==> src/rtl/pclk_pkg.sv <==
// Shared types for the peripheral prescaler bank.
// Assumes: nothing beyond IEEE 1800-2017.
package pclk_pkg;

    // Programmable tap source codes; values are visible at the port.
    typedef enum logic [1:0] {
        PSRC_PERIPH = 2'b00,
        PSRC_XIN    = 2'b01,
        PSRC_OSC    = 2'b10,
        PSRC_NONE   = 2'b11
    } psrc_e;

    localparam int unsigned NUM_FIX = 3;

endpackage

==> src/rtl/pclk_src_mux.sv <==
// Source routing: picks the fixed-tap source tick and the programmable
// tap source tick from the raw source ticks.
// Assumes: all ticks are single-cycle pulses synchronous to the fabric clock.
module pclk_src_mux
    import pclk_pkg::*;
(
    input  logic  main_tick,
    input  logic  pll_tick,
    input  logic  osc_tick,
    input  logic  xin_tick,
    input  logic  pll_mode,
    input  logic  fix_src_sel,
    input  psrc_e prog_src_sel,
    output logic  fix_src,
    output logic  prog_src
);

    // Fixed-tap source: main or PLL, else on-chip oscillator.
    always_comb begin
        if (fix_src_sel)
            fix_src = osc_tick;
        else if (pll_mode)
            fix_src = pll_tick;
        else
            fix_src = main_tick;
    end

    // Programmable-tap source, three-way plus an idle code.
    always_comb begin
        unique case (prog_src_sel)
            PSRC_PERIPH: prog_src = fix_src;
            PSRC_XIN:    prog_src = xin_tick;
            PSRC_OSC:    prog_src = osc_tick;
            default:     prog_src = 1'b0;
        endcase
    end

endmodule

==> src/rtl/pclk_sel_watch.sv <==
// Selection watcher: flags the cycle in which a source selection changes so
// the affected counters restart from zero.
// Assumes: select inputs are synchronous to the fabric clock.
module pclk_sel_watch
    import pclk_pkg::*;
(
    input  logic  clk,
    input  logic  rst_n,
    input  logic  pll_mode,
    input  logic  fix_src_sel,
    input  psrc_e prog_src_sel,
    output logic  fix_clear,
    output logic  prog_clear
);

    logic  prev_fix;
    logic  prev_pll;
    psrc_e prev_prog;

    // Remember the selection seen in the previous cycle.
    always_ff @(posedge clk) begin
        if (!rst_n) begin
            prev_fix  <= fix_src_sel;
            prev_pll  <= pll_mode;
            prev_prog <= prog_src_sel;
        end else begin
            prev_fix  <= fix_src_sel;
            prev_pll  <= pll_mode;
            prev_prog <= prog_src_sel;
        end
    end

    // A PLL toggle only matters while the main/PLL branch is in use.
    always_comb begin
        fix_clear  = (fix_src_sel != prev_fix) ||
                     (!fix_src_sel && (pll_mode != prev_pll));
        prog_clear = (prog_src_sel != prev_prog) ||
                     ((prog_src_sel == PSRC_PERIPH) && fix_clear);
    end

endmodule

==> src/rtl/pclk_fixed_div.sv <==
// Fixed-ratio tick divider: one output pulse per DIV accepted source ticks.
// Assumes: run low freezes the count; clear restarts it and drops the output.
module pclk_fixed_div #(
    parameter int unsigned DIV = 8
) (
    input  logic clk,
    input  logic rst_n,
    input  logic src_tick,
    input  logic run,
    input  logic clear,
    output logic tick
);

    generate
        if (DIV == 1) begin : g_pass
            // Pass every accepted tick through one register stage.
            always_ff @(posedge clk) begin
                if (!rst_n)
                    tick <= 1'b0;
                else
                    tick <= src_tick && run && !clear;
            end
        end else begin : g_cnt
            localparam int unsigned CW = $clog2(DIV);
            localparam logic [CW-1:0] LAST = CW'(DIV - 1);
            logic [CW-1:0] cnt;

            // Count accepted ticks and pulse on the last one of each period.
            always_ff @(posedge clk) begin
                if (!rst_n) begin
                    cnt  <= '0;
                    tick <= 1'b0;
                end else if (clear) begin
                    cnt  <= '0;
                    tick <= 1'b0;
                end else if (run && src_tick) begin
                    tick <= (cnt == LAST);
                    cnt  <= (cnt == LAST) ? '0 : cnt + 1'b1;
                end else begin
                    tick <= 1'b0;
                end
            end

            AST_FIX_TICK_HAS_SRC: assert property (@(posedge clk) disable iff (!rst_n)
                tick |-> $past(src_tick && run && !clear));
            AST_FIX_CLEAR_QUIET: assert property (@(posedge clk) disable iff (!rst_n)
                clear |=> !tick);
            AST_FIX_HOLD_IDLE: assert property (@(posedge clk) disable iff (!rst_n)
                (!run && !clear) |=> $stable(cnt));
        end
    endgenerate

endmodule

==> src/rtl/pclk_prog_div.sv <==
// Programmable tick divider: one pulse per 2*n accepted ticks, every tick
// when n is zero. The active n is reloaded only at a period boundary.
// Assumes: run low freezes the count; clear restarts and reloads n.
module pclk_prog_div #(
    parameter int unsigned NW = 4
) (
    input  logic          clk,
    input  logic          rst_n,
    input  logic          src_tick,
    input  logic          run,
    input  logic          clear,
    input  logic [NW-1:0] div_n,
    output logic          tick
);

    localparam int unsigned CW = NW + 1;

    logic [NW-1:0] n_act;
    logic [CW-1:0] cnt;
    logic [CW-1:0] last;
    logic          term;

    // Terminal count of the current period.
    always_comb begin
        last = {n_act, 1'b0} - 1'b1;
        term = (n_act == '0) || (cnt == last);
    end

    // Count, pulse at the terminal count and reload n there.
    always_ff @(posedge clk) begin
        if (!rst_n || clear) begin
            cnt   <= '0;
            n_act <= div_n;
            tick  <= 1'b0;
        end else if (run && src_tick) begin
            tick <= term;
            if (term) begin
                cnt   <= '0;
                n_act <= div_n;
            end else begin
                cnt <= cnt + 1'b1;
            end
        end else begin
            tick <= 1'b0;
        end
    end

    AST_PROG_BYPASS: assert property (@(posedge clk) disable iff (!rst_n)
        ((n_act == '0) && run && src_tick && !clear) |=> tick);
    AST_PROG_CNT_RANGE: assert property (@(posedge clk) disable iff (!rst_n)
        (n_act != '0) |-> (cnt < {n_act, 1'b0}));
    AST_PROG_N_DEFERRED: assert property (@(posedge clk) disable iff (!rst_n)
        (!clear && !(run && src_tick && term)) |=> $stable(n_act));

endmodule

==> src/rtl/pclk_prescaler_bank.sv <==
// Peripheral prescaler bank: three fixed taps over a shared peripheral source
// and one programmable 2n tap with its own source, all gated in wait mode.
// Assumes: all source inputs are single-cycle ticks synchronous to clk;
// outputs are registered one cycle after the causing source tick.
module pclk_prescaler_bank
    import pclk_pkg::*;
#(
    parameter int unsigned NW    = 4,
    parameter int unsigned DIV_A = 1,
    parameter int unsigned DIV_B = 8,
    parameter int unsigned DIV_C = 32
) (
    input  logic          clk,
    input  logic          rst_n,
    input  logic          main_tick,
    input  logic          pll_tick,
    input  logic          osc_tick,
    input  logic          xin_tick,
    input  logic          pll_mode,
    input  logic          fix_src_sel,
    input  logic [1:0]    prog_src_sel,
    input  logic [NW-1:0] div_n,
    input  logic          stop_in_wait,
    input  logic          wait_mode,
    input  logic          low_power,
    output logic          tick_d1,
    output logic          tick_d8,
    output logic          tick_d32,
    output logic          tick_d2n
);

    localparam int unsigned FIX_DIVS [NUM_FIX] = '{DIV_A, DIV_B, DIV_C};

    psrc_e              psel;
    logic               fix_src;
    logic               prog_src;
    logic               fix_clear;
    logic               prog_clear;
    logic               run;
    logic [NUM_FIX-1:0] fix_ticks;

    // Decode the raw select code and the wait-mode gate.
    always_comb begin
        psel = psrc_e'(prog_src_sel);
        run  = !(stop_in_wait && wait_mode);
    end

    pclk_src_mux i_mux (
        .main_tick    (main_tick),
        .pll_tick     (pll_tick),
        .osc_tick     (osc_tick),
        .xin_tick     (xin_tick),
        .pll_mode     (pll_mode),
        .fix_src_sel  (fix_src_sel),
        .prog_src_sel (psel),
        .fix_src      (fix_src),
        .prog_src     (prog_src)
    );

    pclk_sel_watch i_watch (
        .clk          (clk),
        .rst_n        (rst_n),
        .pll_mode     (pll_mode),
        .fix_src_sel  (fix_src_sel),
        .prog_src_sel (psel),
        .fix_clear    (fix_clear),
        .prog_clear   (prog_clear)
    );

    generate
        for (genvar i = 0; i < NUM_FIX; i++) begin : g_fix
            // Only an undivided tap is also silenced by low-power mode.
            localparam bit LP_STOPS = (FIX_DIVS[i] == 1);
            logic tap_run;
            assign tap_run = LP_STOPS ? (run && !low_power) : run;

            pclk_fixed_div #(.DIV(FIX_DIVS[i])) i_div (
                .clk      (clk),
                .rst_n    (rst_n),
                .src_tick (fix_src),
                .run      (tap_run),
                .clear    (fix_clear),
                .tick     (fix_ticks[i])
            );
        end
    endgenerate

    pclk_prog_div #(.NW(NW)) i_prog (
        .clk      (clk),
        .rst_n    (rst_n),
        .src_tick (prog_src),
        .run      (run),
        .clear    (prog_clear),
        .div_n    (div_n),
        .tick     (tick_d2n)
    );

    // Name the fixed taps at the ports.
    always_comb begin
        tick_d1  = fix_ticks[0];
        tick_d8  = fix_ticks[1];
        tick_d32 = fix_ticks[2];
    end

    AST_WAIT_ALL_QUIET: assert property (@(posedge clk) disable iff (!rst_n)
        (stop_in_wait && wait_mode) |=> !(tick_d1 || tick_d8 || tick_d32 || tick_d2n));
    AST_LP_D1_QUIET: assert property (@(posedge clk) disable iff (!rst_n)
        low_power |=> !tick_d1);
    AST_SELCHG_NO_PARTIAL: assert property (@(posedge clk) disable iff (!rst_n)
        (fix_src_sel != $past(fix_src_sel)) |=> !(tick_d8 || tick_d32));
    AST_D1_NEEDS_SRC: assert property (@(posedge clk) disable iff (!rst_n)
        tick_d1 |-> $past(main_tick || pll_tick || osc_tick));

endmodule

==> config.mk <==
export PLATFORM = sky130hd
export DESIGN_NAME = pclk_prescaler_bank
export DESIGN_NICKNAME = d
export VERILOG_FILES = /design/src/rtl/pclk_pkg.sv /design/src/rtl/pclk_src_mux.sv /design/src/rtl/pclk_sel_watch.sv /design/src/rtl/pclk_fixed_div.sv /design/src/rtl/pclk_prog_div.sv /design/src/rtl/pclk_prescaler_bank.sv
export SDC_FILE = /design/constraint.sdc
export NUM_CORES = 1
export LEC_CHECK = 0
export ABC_AREA = 0
export BUFFER_PORTS_ARGS = -buffer_cell sky130_fd_sc_hd__buf_4
export CAP_MARGIN = 20
export CORE_MARGIN = 1.5
export CORE_UTILIZATION = 58
export DETAILED_ROUTE_END_ITERATION = 12
export MAX_ROUTING_LAYER = met4
export PLACE_DENSITY = 0.82
export SLEW_MARGIN = 15
export SYNTH_ARGS = -nofsm -noshare
export SYNTH_HDL_FRONTEND = slang
export SYNTH_SLANG_ARGS = --single-unit
==> constraint.sdc <==
create_clock -name clk -period 5.6 [get_ports clk]
set_clock_uncertainty 0.2 [all_clocks]
set_input_delay 0.28 -clock clk [delete_from_list [all_inputs] [get_ports clk]]
set_output_delay 0.28 -clock clk [all_outputs]
set_load 0.005 [all_outputs]
# After elaboration in Yosys (flattened, before gate mapping)
# Index checks and enable logic that the tools add are counted.
[word_totals] register_bits=25 inputBits=17 output_inout_bits=4 word_cells=60
[op_classes] n_addsub=4 n_eq_ne=8 muxes=9 bitwise=3 reduce_logical=25
[ops] cell="$mux 4" count=3
[ops] cell="$add 5x1->5 const B" count=2
[ops] cell="$mux 5" count=2
[ops] cell="$logic_and 1x1->1" count=8
[ops] cell="$eq 5x5->1" count=1
[ops] cell="$eq 5x5->1 const B" count=1
[ops] cell="$logic_not 1->1" count=5
[ops] cell="$sub 5x1->5 const B" count=1
[ops] cell="$logic_not 4->1" count=1
[ops] cell="$logic_or 1x1->1" count=4
[ops] cell="$reduce_bool 2->1" count=2
[ops] cell="$reduce_or 2->1" count=2
[ops] cell="$add 3x1->3 const B" count=1
[ops] cell="$eq 3x3->1 const B" count=1
[ops] cell="$mux 3" count=1
[ops] cell="$not 1->1" count=3
[ops] cell="$pmux 1 s3" count=1
[ops] cell="$reduce_or 3->1" count=1
[ops] cell="$eq 2x1->1 const B" count=1
[ops] cell="$eq 2x2->1 const B" count=1
[ops] cell="$logic_not 2->1" count=1
[ops] cell="$mux 1" count=2
[ops] cell="$ne 1x1->1" count=2
[ops] cell="$ne 2x2->1" count=1
[ops] cell="$reduce_and 2->1" count=1

# Logic depth before layout (Yosys ltp)
# Gate-level depths: netlist of the first run.
[logic_depth] word_depth=8 depth_mapped=7 depth_no_buf=7

# Cells and area by module
# A second synthesis of the first run with hierarchy kept.
[unflattened] hier_cells=121 hier_area_um2=1238.7
[modules_own_cells] module="pclk_prog_div" instances=1 cells_each=47 area_each_um2=528.0 seq_area_each_um2=240.2
[modules_own_cells] module="pclk_fixed_div (g_fix[2].i_div)" instances=1 cells_each=31 area_each_um2=271.5 seq_area_each_um2=120.1
[modules_own_cells] module="pclk_fixed_div (g_fix[1].i_div)" instances=1 cells_each=18 area_each_um2=186.4 seq_area_each_um2=80.1
[modules_own_cells] module="pclk_sel_watch" instances=1 cells_each=15 area_each_um2=161.4 seq_area_each_um2=80.1
[modules_own_cells] module="pclk_src_mux" instances=1 cells_each=6 area_each_um2=48.8 seq_area_each_um2=0.0
[modules_own_cells] module="pclk_fixed_div (g_fix[0].i_div)" instances=1 cells_each=2 area_each_um2=30.0 seq_area_each_um2=20.0
[modules_own_cells] module="pclk_prescaler_bank" instances=1 cells_each=2 area_each_um2=12.5 seq_area_each_um2=0.0

# Worst setup path before layout of the first run
# OpenSTA, ideal clock, no wires.
[synth_timing] kind="register -> register" from="register i_prog.n_act[0]" to="register i_prog.n_act[0] (enable)" setup_ps=313 arrival_ps=1555 required_time_ps=5087 slack_ps=3532 path_stages_with_launch=8 path_buffers=0 synth_period_minus_slack_ps=2068 cell_sequence="edfxtp_1 > inv_1 > ha_1 > xor2_1 > xnor2_1 > a41oi_4 > nand2b_1 > nand3b_1"
[synth_between] elab_chain_cells=5
[synth_rtl] item="start: declaration" line_no="pclk_prog_div.sv:18" source="logic [NW-1:0] n_act;"
[synth_rtl] item="start signal: assignment" line_no="pclk_prog_div.sv:33" source="n_act <= div_n;"
[synth_rtl] item="start signal: assignment" line_no="pclk_prog_div.sv:39" source="n_act <= div_n;"
[synth_rtl] item="$sub 5x1->5" line_no="pclk_prog_div.sv:25" source="last = {n_act, 1'b0} - 1'b1;"
[synth_rtl] item="$eq 5x5->1" line_no="pclk_prog_div.sv:26" source="term = (n_act == '0) || (cnt == last);"
[synth_rtl] item="$logic_or 1x1->1 (*)" line_no="pclk_prog_div.sv:26"
[synth_rtl] item="$reduce_bool 2->1 (no line) (*)"
[synth_rtl] item="$reduce_and 2->1 (no line) (*)"
# Mark *: on every way between the ends. The rest lies on a longest branch, timed or not.
# A chain may end at the register's enable or synchronous reset.

# Worst setup path after layout of the first run
# Same ends and word-level chain as after synthesis.

==> metrics.cfg, run 1 <==
[run]
maxCapViolations=0

[setup_path]
crit_path_start_kind=flop
path_max_fanout=8
reg2reg_from=i_prog.n_act[0]
crit_required_ns=5.42
criticalPathCategory=reg2reg
cp-end-kind=flop
r2r_slack_ns=3.25
worstPathArrival_ns=2.16
r2r_end=i_prog.n_act[0]
reg2reg_depth=7

[power]
power_density_mw_per_mm2=212.4
power_mw=0.3200
p_leak_nw=0.6045
ir_drop_uv=195.1

[logic_synthesis]
netlist_area_sq_mm=0.001215
ys_seq_elements=25
synth_top_cell_area_share_pct=34.60
syn_avg_cell_area_sq_um=9.719
synth_flop_cell=dfxtp_1
synth-seq-area-share_pct=44.49
yosys-top-cells-area=dfxtp_1 35%, edfxtp_1 9.9%, ha_1 7.2%
synthArstFlopShare_pct=0
synthCells=125
yosys_warnings=0
synth_top_area_cell=dfxtp_1
synthesis.nets=149
synth_edf_count=4
synth_cell_types=38

[die]
die_h_microns=48.77
rows=16
design.die.area_sq_mm=0.002378
io_pins=21
dieWidth_microns=48.77
initial_core_util_pct=61.93
coreArea_sq_mm=0.001962

[timing]
layout_min_cycle_time_ns=2.347
hold_ws_ns=0.1573
relSlewSlack_pct=56.86
fmax_mhz=426.1
slew_violations=0
period_share_pct=41.90
worst_pin_slew_ns=0.6452
tns_ns=0
rsz0062_at_grt=false
finalSetupViolCount=0
finalHoldViolCount=0

[final_layout]
layout_common_cells=21 x dfxtp_1, 20 x buf_4, 11 x nor2_1
final_common_cell=dfxtp_1
finalNetCount=181
drive_gt1_share_pct=17.95
design_area_sq_mm=0.001506
num_antenna_cells=0
fillers=160
area_growth_pct=24.00

[clock_tree]
cts_root_buf=clkbuf_4
clock-sinks=25
htree_levels=1
cts_buffers=3
clk_latency_ns=0.31
cts_buffer_depth=2
post-cts-setup-buffer-count=0
tritoncts=done
clk_pin_slew_worst_paths_ns=0.13

[place]
port_buffers=20
hpwl_mm=1.704
postPlaceCellArea_sq_mm=0.001390
gp_congestion=0.8532

[routing]
viasPerCell=5.536
drtIter0Drc=35
wire_per_inst_microns=13.28
dr.pass1.iters=4
antenna_left=0
drc=0
wl_mm=2.430
vias=1013

[run_status]
status=completed

[hold_path]
hold_class=in2reg
hp-start=rst_n
holdPathStages=3
min_to=i_prog.cnt[2]

[global_routing]
overflow=0
first_global_vias=973
grt_usage_pct=23.81
grt_pass1_wl_mm=4.284
grt_max_degree=17
antenna_found_initial=0

[power breakdown]
| part | internal [mW] | switching (mW) | leakage [nW] | total, mW |
|---|---|---|---|---|
| combinational | 0.0252 | 0.0253 | 0.377 | 0.0505 |
| sequential | 0.188 | 0.00407 | 0.213 | 0.192 |
| clock | 0.0278 | 0.0500 | 0.0150 | 0.0778 |
[critical path: stages (launching register included)]
cell and delay (ns):
edfxtp_1 0.44, inv_1 0.09, ha_1 0.21, xor2_1 0.18, xnor2_1 0.27, a41oi_4 0.22
nand2b_1 0.22, nand3b_1 0.21
[what timing repair did]
item | in CTS | in global routing
setup endpoints to repair | 0 | 0
gates resized for setup | 0 | 0
hold endpoints to repair | 9 | 0
hold buffers | 9 | 0
[layer usage]
layer	vias to the layer above	track usage (%)	routed length, microns
met5	-	-	0
met4	0	9.048	36
met3	4	3.704	55
met2	18	43.38	1334
met1	475	25.90	1003
li1	516	-	-
[synthesized netlist by cell type (2+ instances only)]
master and count:
dfxtp_1 21, nor2_1 11, nand3_1 9, nand2_1 8
a21oi_1 7, ha_1 7, inv_1 6, nor3_1 6
xnor2_1 5, edfxtp_1 4, a311oi_1 3, mux2i_1 3
nand2b_1 3, o21ai_0 3, xor2_1 3, a211oi_1 2
nand3b_1 2, nor3b_1 2
[cell families (layout without fill, tap and decap cells)]
group | after synthesis | count (layout) | share of synthesized area [%]
xor+xnor | 8 | 8 | 5.767
mux | 4 | 4 | 3.707
flops | 25 | 25 | 44.49
simple gates | 51 | 51 | 22.35
buf+inv | 8 | 39 | 2.574
fa+ha+maj | 7 | 7 | 7.209
compound gates | 22 | 22 | 13.90
[flip-flops by register name, indices dropped and copies added, names as in the netlist]
| register | count |
|---|---|
| i_prog.cnt | 5 |
| i_watch.prev_pll | 1 |
| i_watch.prev_prog | 2 |
| i_prog.n_act | 4 |
| g_fix.i_div.tick | 3 |
| i_prog.tick | 1 |
| g_fix.i_div.g_cnt.cnt | 8 |
| i_watch.prev_fix | 1 |
[through the flow]
step | cells | utilization (%) | worst slack (ns)
after floorplan | 125 | - | 3.532
after global placement | 170 | 70.85 | 3.464
after detailed placement | 170 | 70.85 | 3.307
after CTS | 183 | 76.79 | 3.289
after global routing | 183 | 76.79 | 3.143
final | 183 | 76.79 | 3.253
[layout make-up]
cell class / count / area (sq um) / share of cell area, %
clock buffers: 4 / 26.28 / 1.744
inverters: 6 / 22.52 / 1.495
multi-input cells: 92 / 643.1 / 42.69
flip-flops and latches: 25 / 540.5 / 35.88
repair buffers: 29 / 240.2 / 15.95
well taps: 27 / 33.78 / 2.243
[worst max-delay path by stage]
stage,start,to,cells past startpoint
6_report,i_prog.n_act[0],i_prog.n_act[0],7
5_1_grt,i_prog.n_act[0],i_prog.n_act[0],7
4_1_cts,i_prog.n_act[0],i_prog.n_act[3],7
3_5_place_dp,i_prog.n_act[0],i_prog.n_act[3],7
3_3_place_gp,i_prog.n_act[0],i_prog.n_act[2],7
2_1_floorplan,i_prog.n_act[0],i_prog.n_act[0],7
No activity file was read; power rests on OpenSTA's default activity.
==> inputs of run 2 (changes only) <==
Settings changed: CORE_UTILIZATION 58 to 49, PLACE_DENSITY 0.82 to 0.74.
Clock period 5.6 ns to 2 ns, I/O delays scaled along.
==> metrics.cfg, run 2 (synthesis results as in run 1) <==
[run_status]
status=completed

[die]
design.die.area_sq_mm=0.002787
coreArea_sq_mm=0.002276
rows=17
die_h_microns=52.80
dieWidth_microns=52.80
io_pins=21
initial_core_util_pct=53.38

[timing]
finalHoldViolCount=0
setup_slack_ns=0.05139
rsz0062_at_grt=true
period_share_pct=97.43
hold_ws_ns=0.09885
worst_pin_slew_ns=0.6508
relSlewSlack_pct=56.48
slew_violations=0
layout_min_cycle_time_ns=1.949
finalSetupViolCount=0
fmax_mhz=513.2

[setup_path]
cp-startpoint=i_prog.n_act[1]
criticalPathCategory=reg2reg
r2r_end=i_prog.cnt[2]
cp_num_cells=8
critPathTopFamily=compound AO/OA/AOI/OAI gates
worstPathArrival_ns=1.97
cpMaxStageDelayCell=edfxtp_1
reg2reg_from=i_prog.n_act[1]
path_max_fanout=7
endpoint=i_prog.cnt[2]
critPathBufInv=2
reg2reg_depth=8
crit_path_start_kind=flop
max_stage_delay_ns=0.42
cp-end-kind=flop
path_cells=inv_2 -> ha_4 -> xnor2_2 -> nor2_2 -> a41oi_4 -> buf_6 -> nand4b_1 -> a311oi_1
crit_required_ns=2.03
r2r_slack_ns=0.05

[final_layout]
area_growth_pct=34.81
post-route-util_pct=71.96
layout_common_cells=25 x buf_4, 20 x dfxtp_1, 10 x nor2_1, 10 x dlygate4sd3_1, 9 x nand3_1
design_area_sq_mm=0.001638
drive_gt1_share_pct=29.45
top_regs=g_fix.i_div.g_cnt.cnt (8), i_prog.cnt (5), i_prog.n_act (4)
largest-register=g_fix.i_div.g_cnt.cnt
finalNetCount=188
num_antenna_cells=0
largest_reg_flops=8
final_common_cell=buf_4

[routing]
wl_met2_mm=1.294
met3_length_microns=87
antenna_left=0
m1WireLength_mm=1.033
wl_mm=2.436
viasPerCell=5.529
wire_per_inst_microns=12.75
drc=0
vias=1056
dr.pass1.iters=5
drtIter0Drc=22
top_layer=met4

[power]
ir_drop_uv=424.5
p_leak_nw=0.6653
power_density_mw_per_mm2=569.7

[clock_tree]
clk_pin_slew_worst_paths_ns=0.13
clock-sinks=25
cts_buffers=3
cts_root_buf=clkbuf_4
cts_buffer_depth=2
post-cts-setup-buffer-count=0
tritoncts=done
clk_latency_ns=0.31
htree_levels=1

[global_routing]
overflow=0
first_global_vias=974
grt_max_degree=17
antenna_found_initial=0
grt_pass1_wl_mm=3.939
grt_usage_pct=19.48

[place]
gp_congestion=0.9322
hpwl_mm=1.756
dp_slack_ns=0.006389
postPlaceCellArea_sq_mm=0.001456
port_buffers=20

[run]
maxCapViolations=0

[hold_path]
hold_class=in2reg

-- run 2: changes by cell type in the layout (fill, tap and decap cells not counted), moves of 2 or more --
| cell | delta |
|---|---|
| buf_4 | +5 |
| xnor2_1 | -3 |
| xnor2_2 | +3 |
| ha_1 | -2 |
| inv_1 | -2 |
| inv_2 | +2 |
-- run 2: worst min path at each step --
| stage | from | cells after the start | endpoint |
|---|---|---|---|
| floorplan | fix_src_sel | 0 | i_watch.prev_fix |
| global placement | prog_src_sel[1] | 1 | i_watch.prev_prog[1] |
| detailed placement | prog_src_sel[1] | 1 | i_watch.prev_prog[1] |
| CTS | wait_mode | 4 | g_fix[1].i_div.tick |
| global route | wait_mode | 6 | i_prog.tick |
| finish | wait_mode | 4 | g_fix[2].i_div.tick |
-- run 2: routing by layer --
metal  vias to the layer above  GRT usage, %
met5                         -             -
met4                         0         5.556
met3                         4         5.714
met2                        26         35.63
met1                       500         20.07
li1                        526             -
-- run 2: power by group --
part / switching (mW) / internal, mW
clock: 0.145 / 0.0747
sequential: 0.0112 / 0.526
combinational: 0.0826 / 0.0935
total: 0.239 / 0.694
-- run 2: final cells by class --
cell class,count,area [sq um]
Clock buffer,3,22.52
Tap cell,28,35.03
Inverter,6,22.52
Sequential cell,25,541.8
Multi-Input combinational cell,92,711.9
Clock inverter,1,5.005
Timing Repair Buffer,36,299.0
Fill cell,176,638.1
-- run 2: through the flow --
step	TNS [ns]	cells	power, mW
after detailed placement	0	177	0.6900
after global routing	-0.08361	191	0.9748
final	0	191	0.9331
after floorplan	-0.03552	125	0.6319
after CTS	0	191	0.9245
after global placement	0	177	0.6840
-- run 2: repair_timing --
item                                    in CTS  in global routing
hold buffers                                10                  0
endpoints found under the setup margin       4                  9
pin swaps                                    2                  3
hold endpoints to repair                    15                  0
gates resized for setup                      1                 11
-- run 2: worst min-delay path: stages --
cell and delay, ns:
buf_4 0.07, nand2_1 0.07, o211ai_2 0.25, nor3_1 0.09
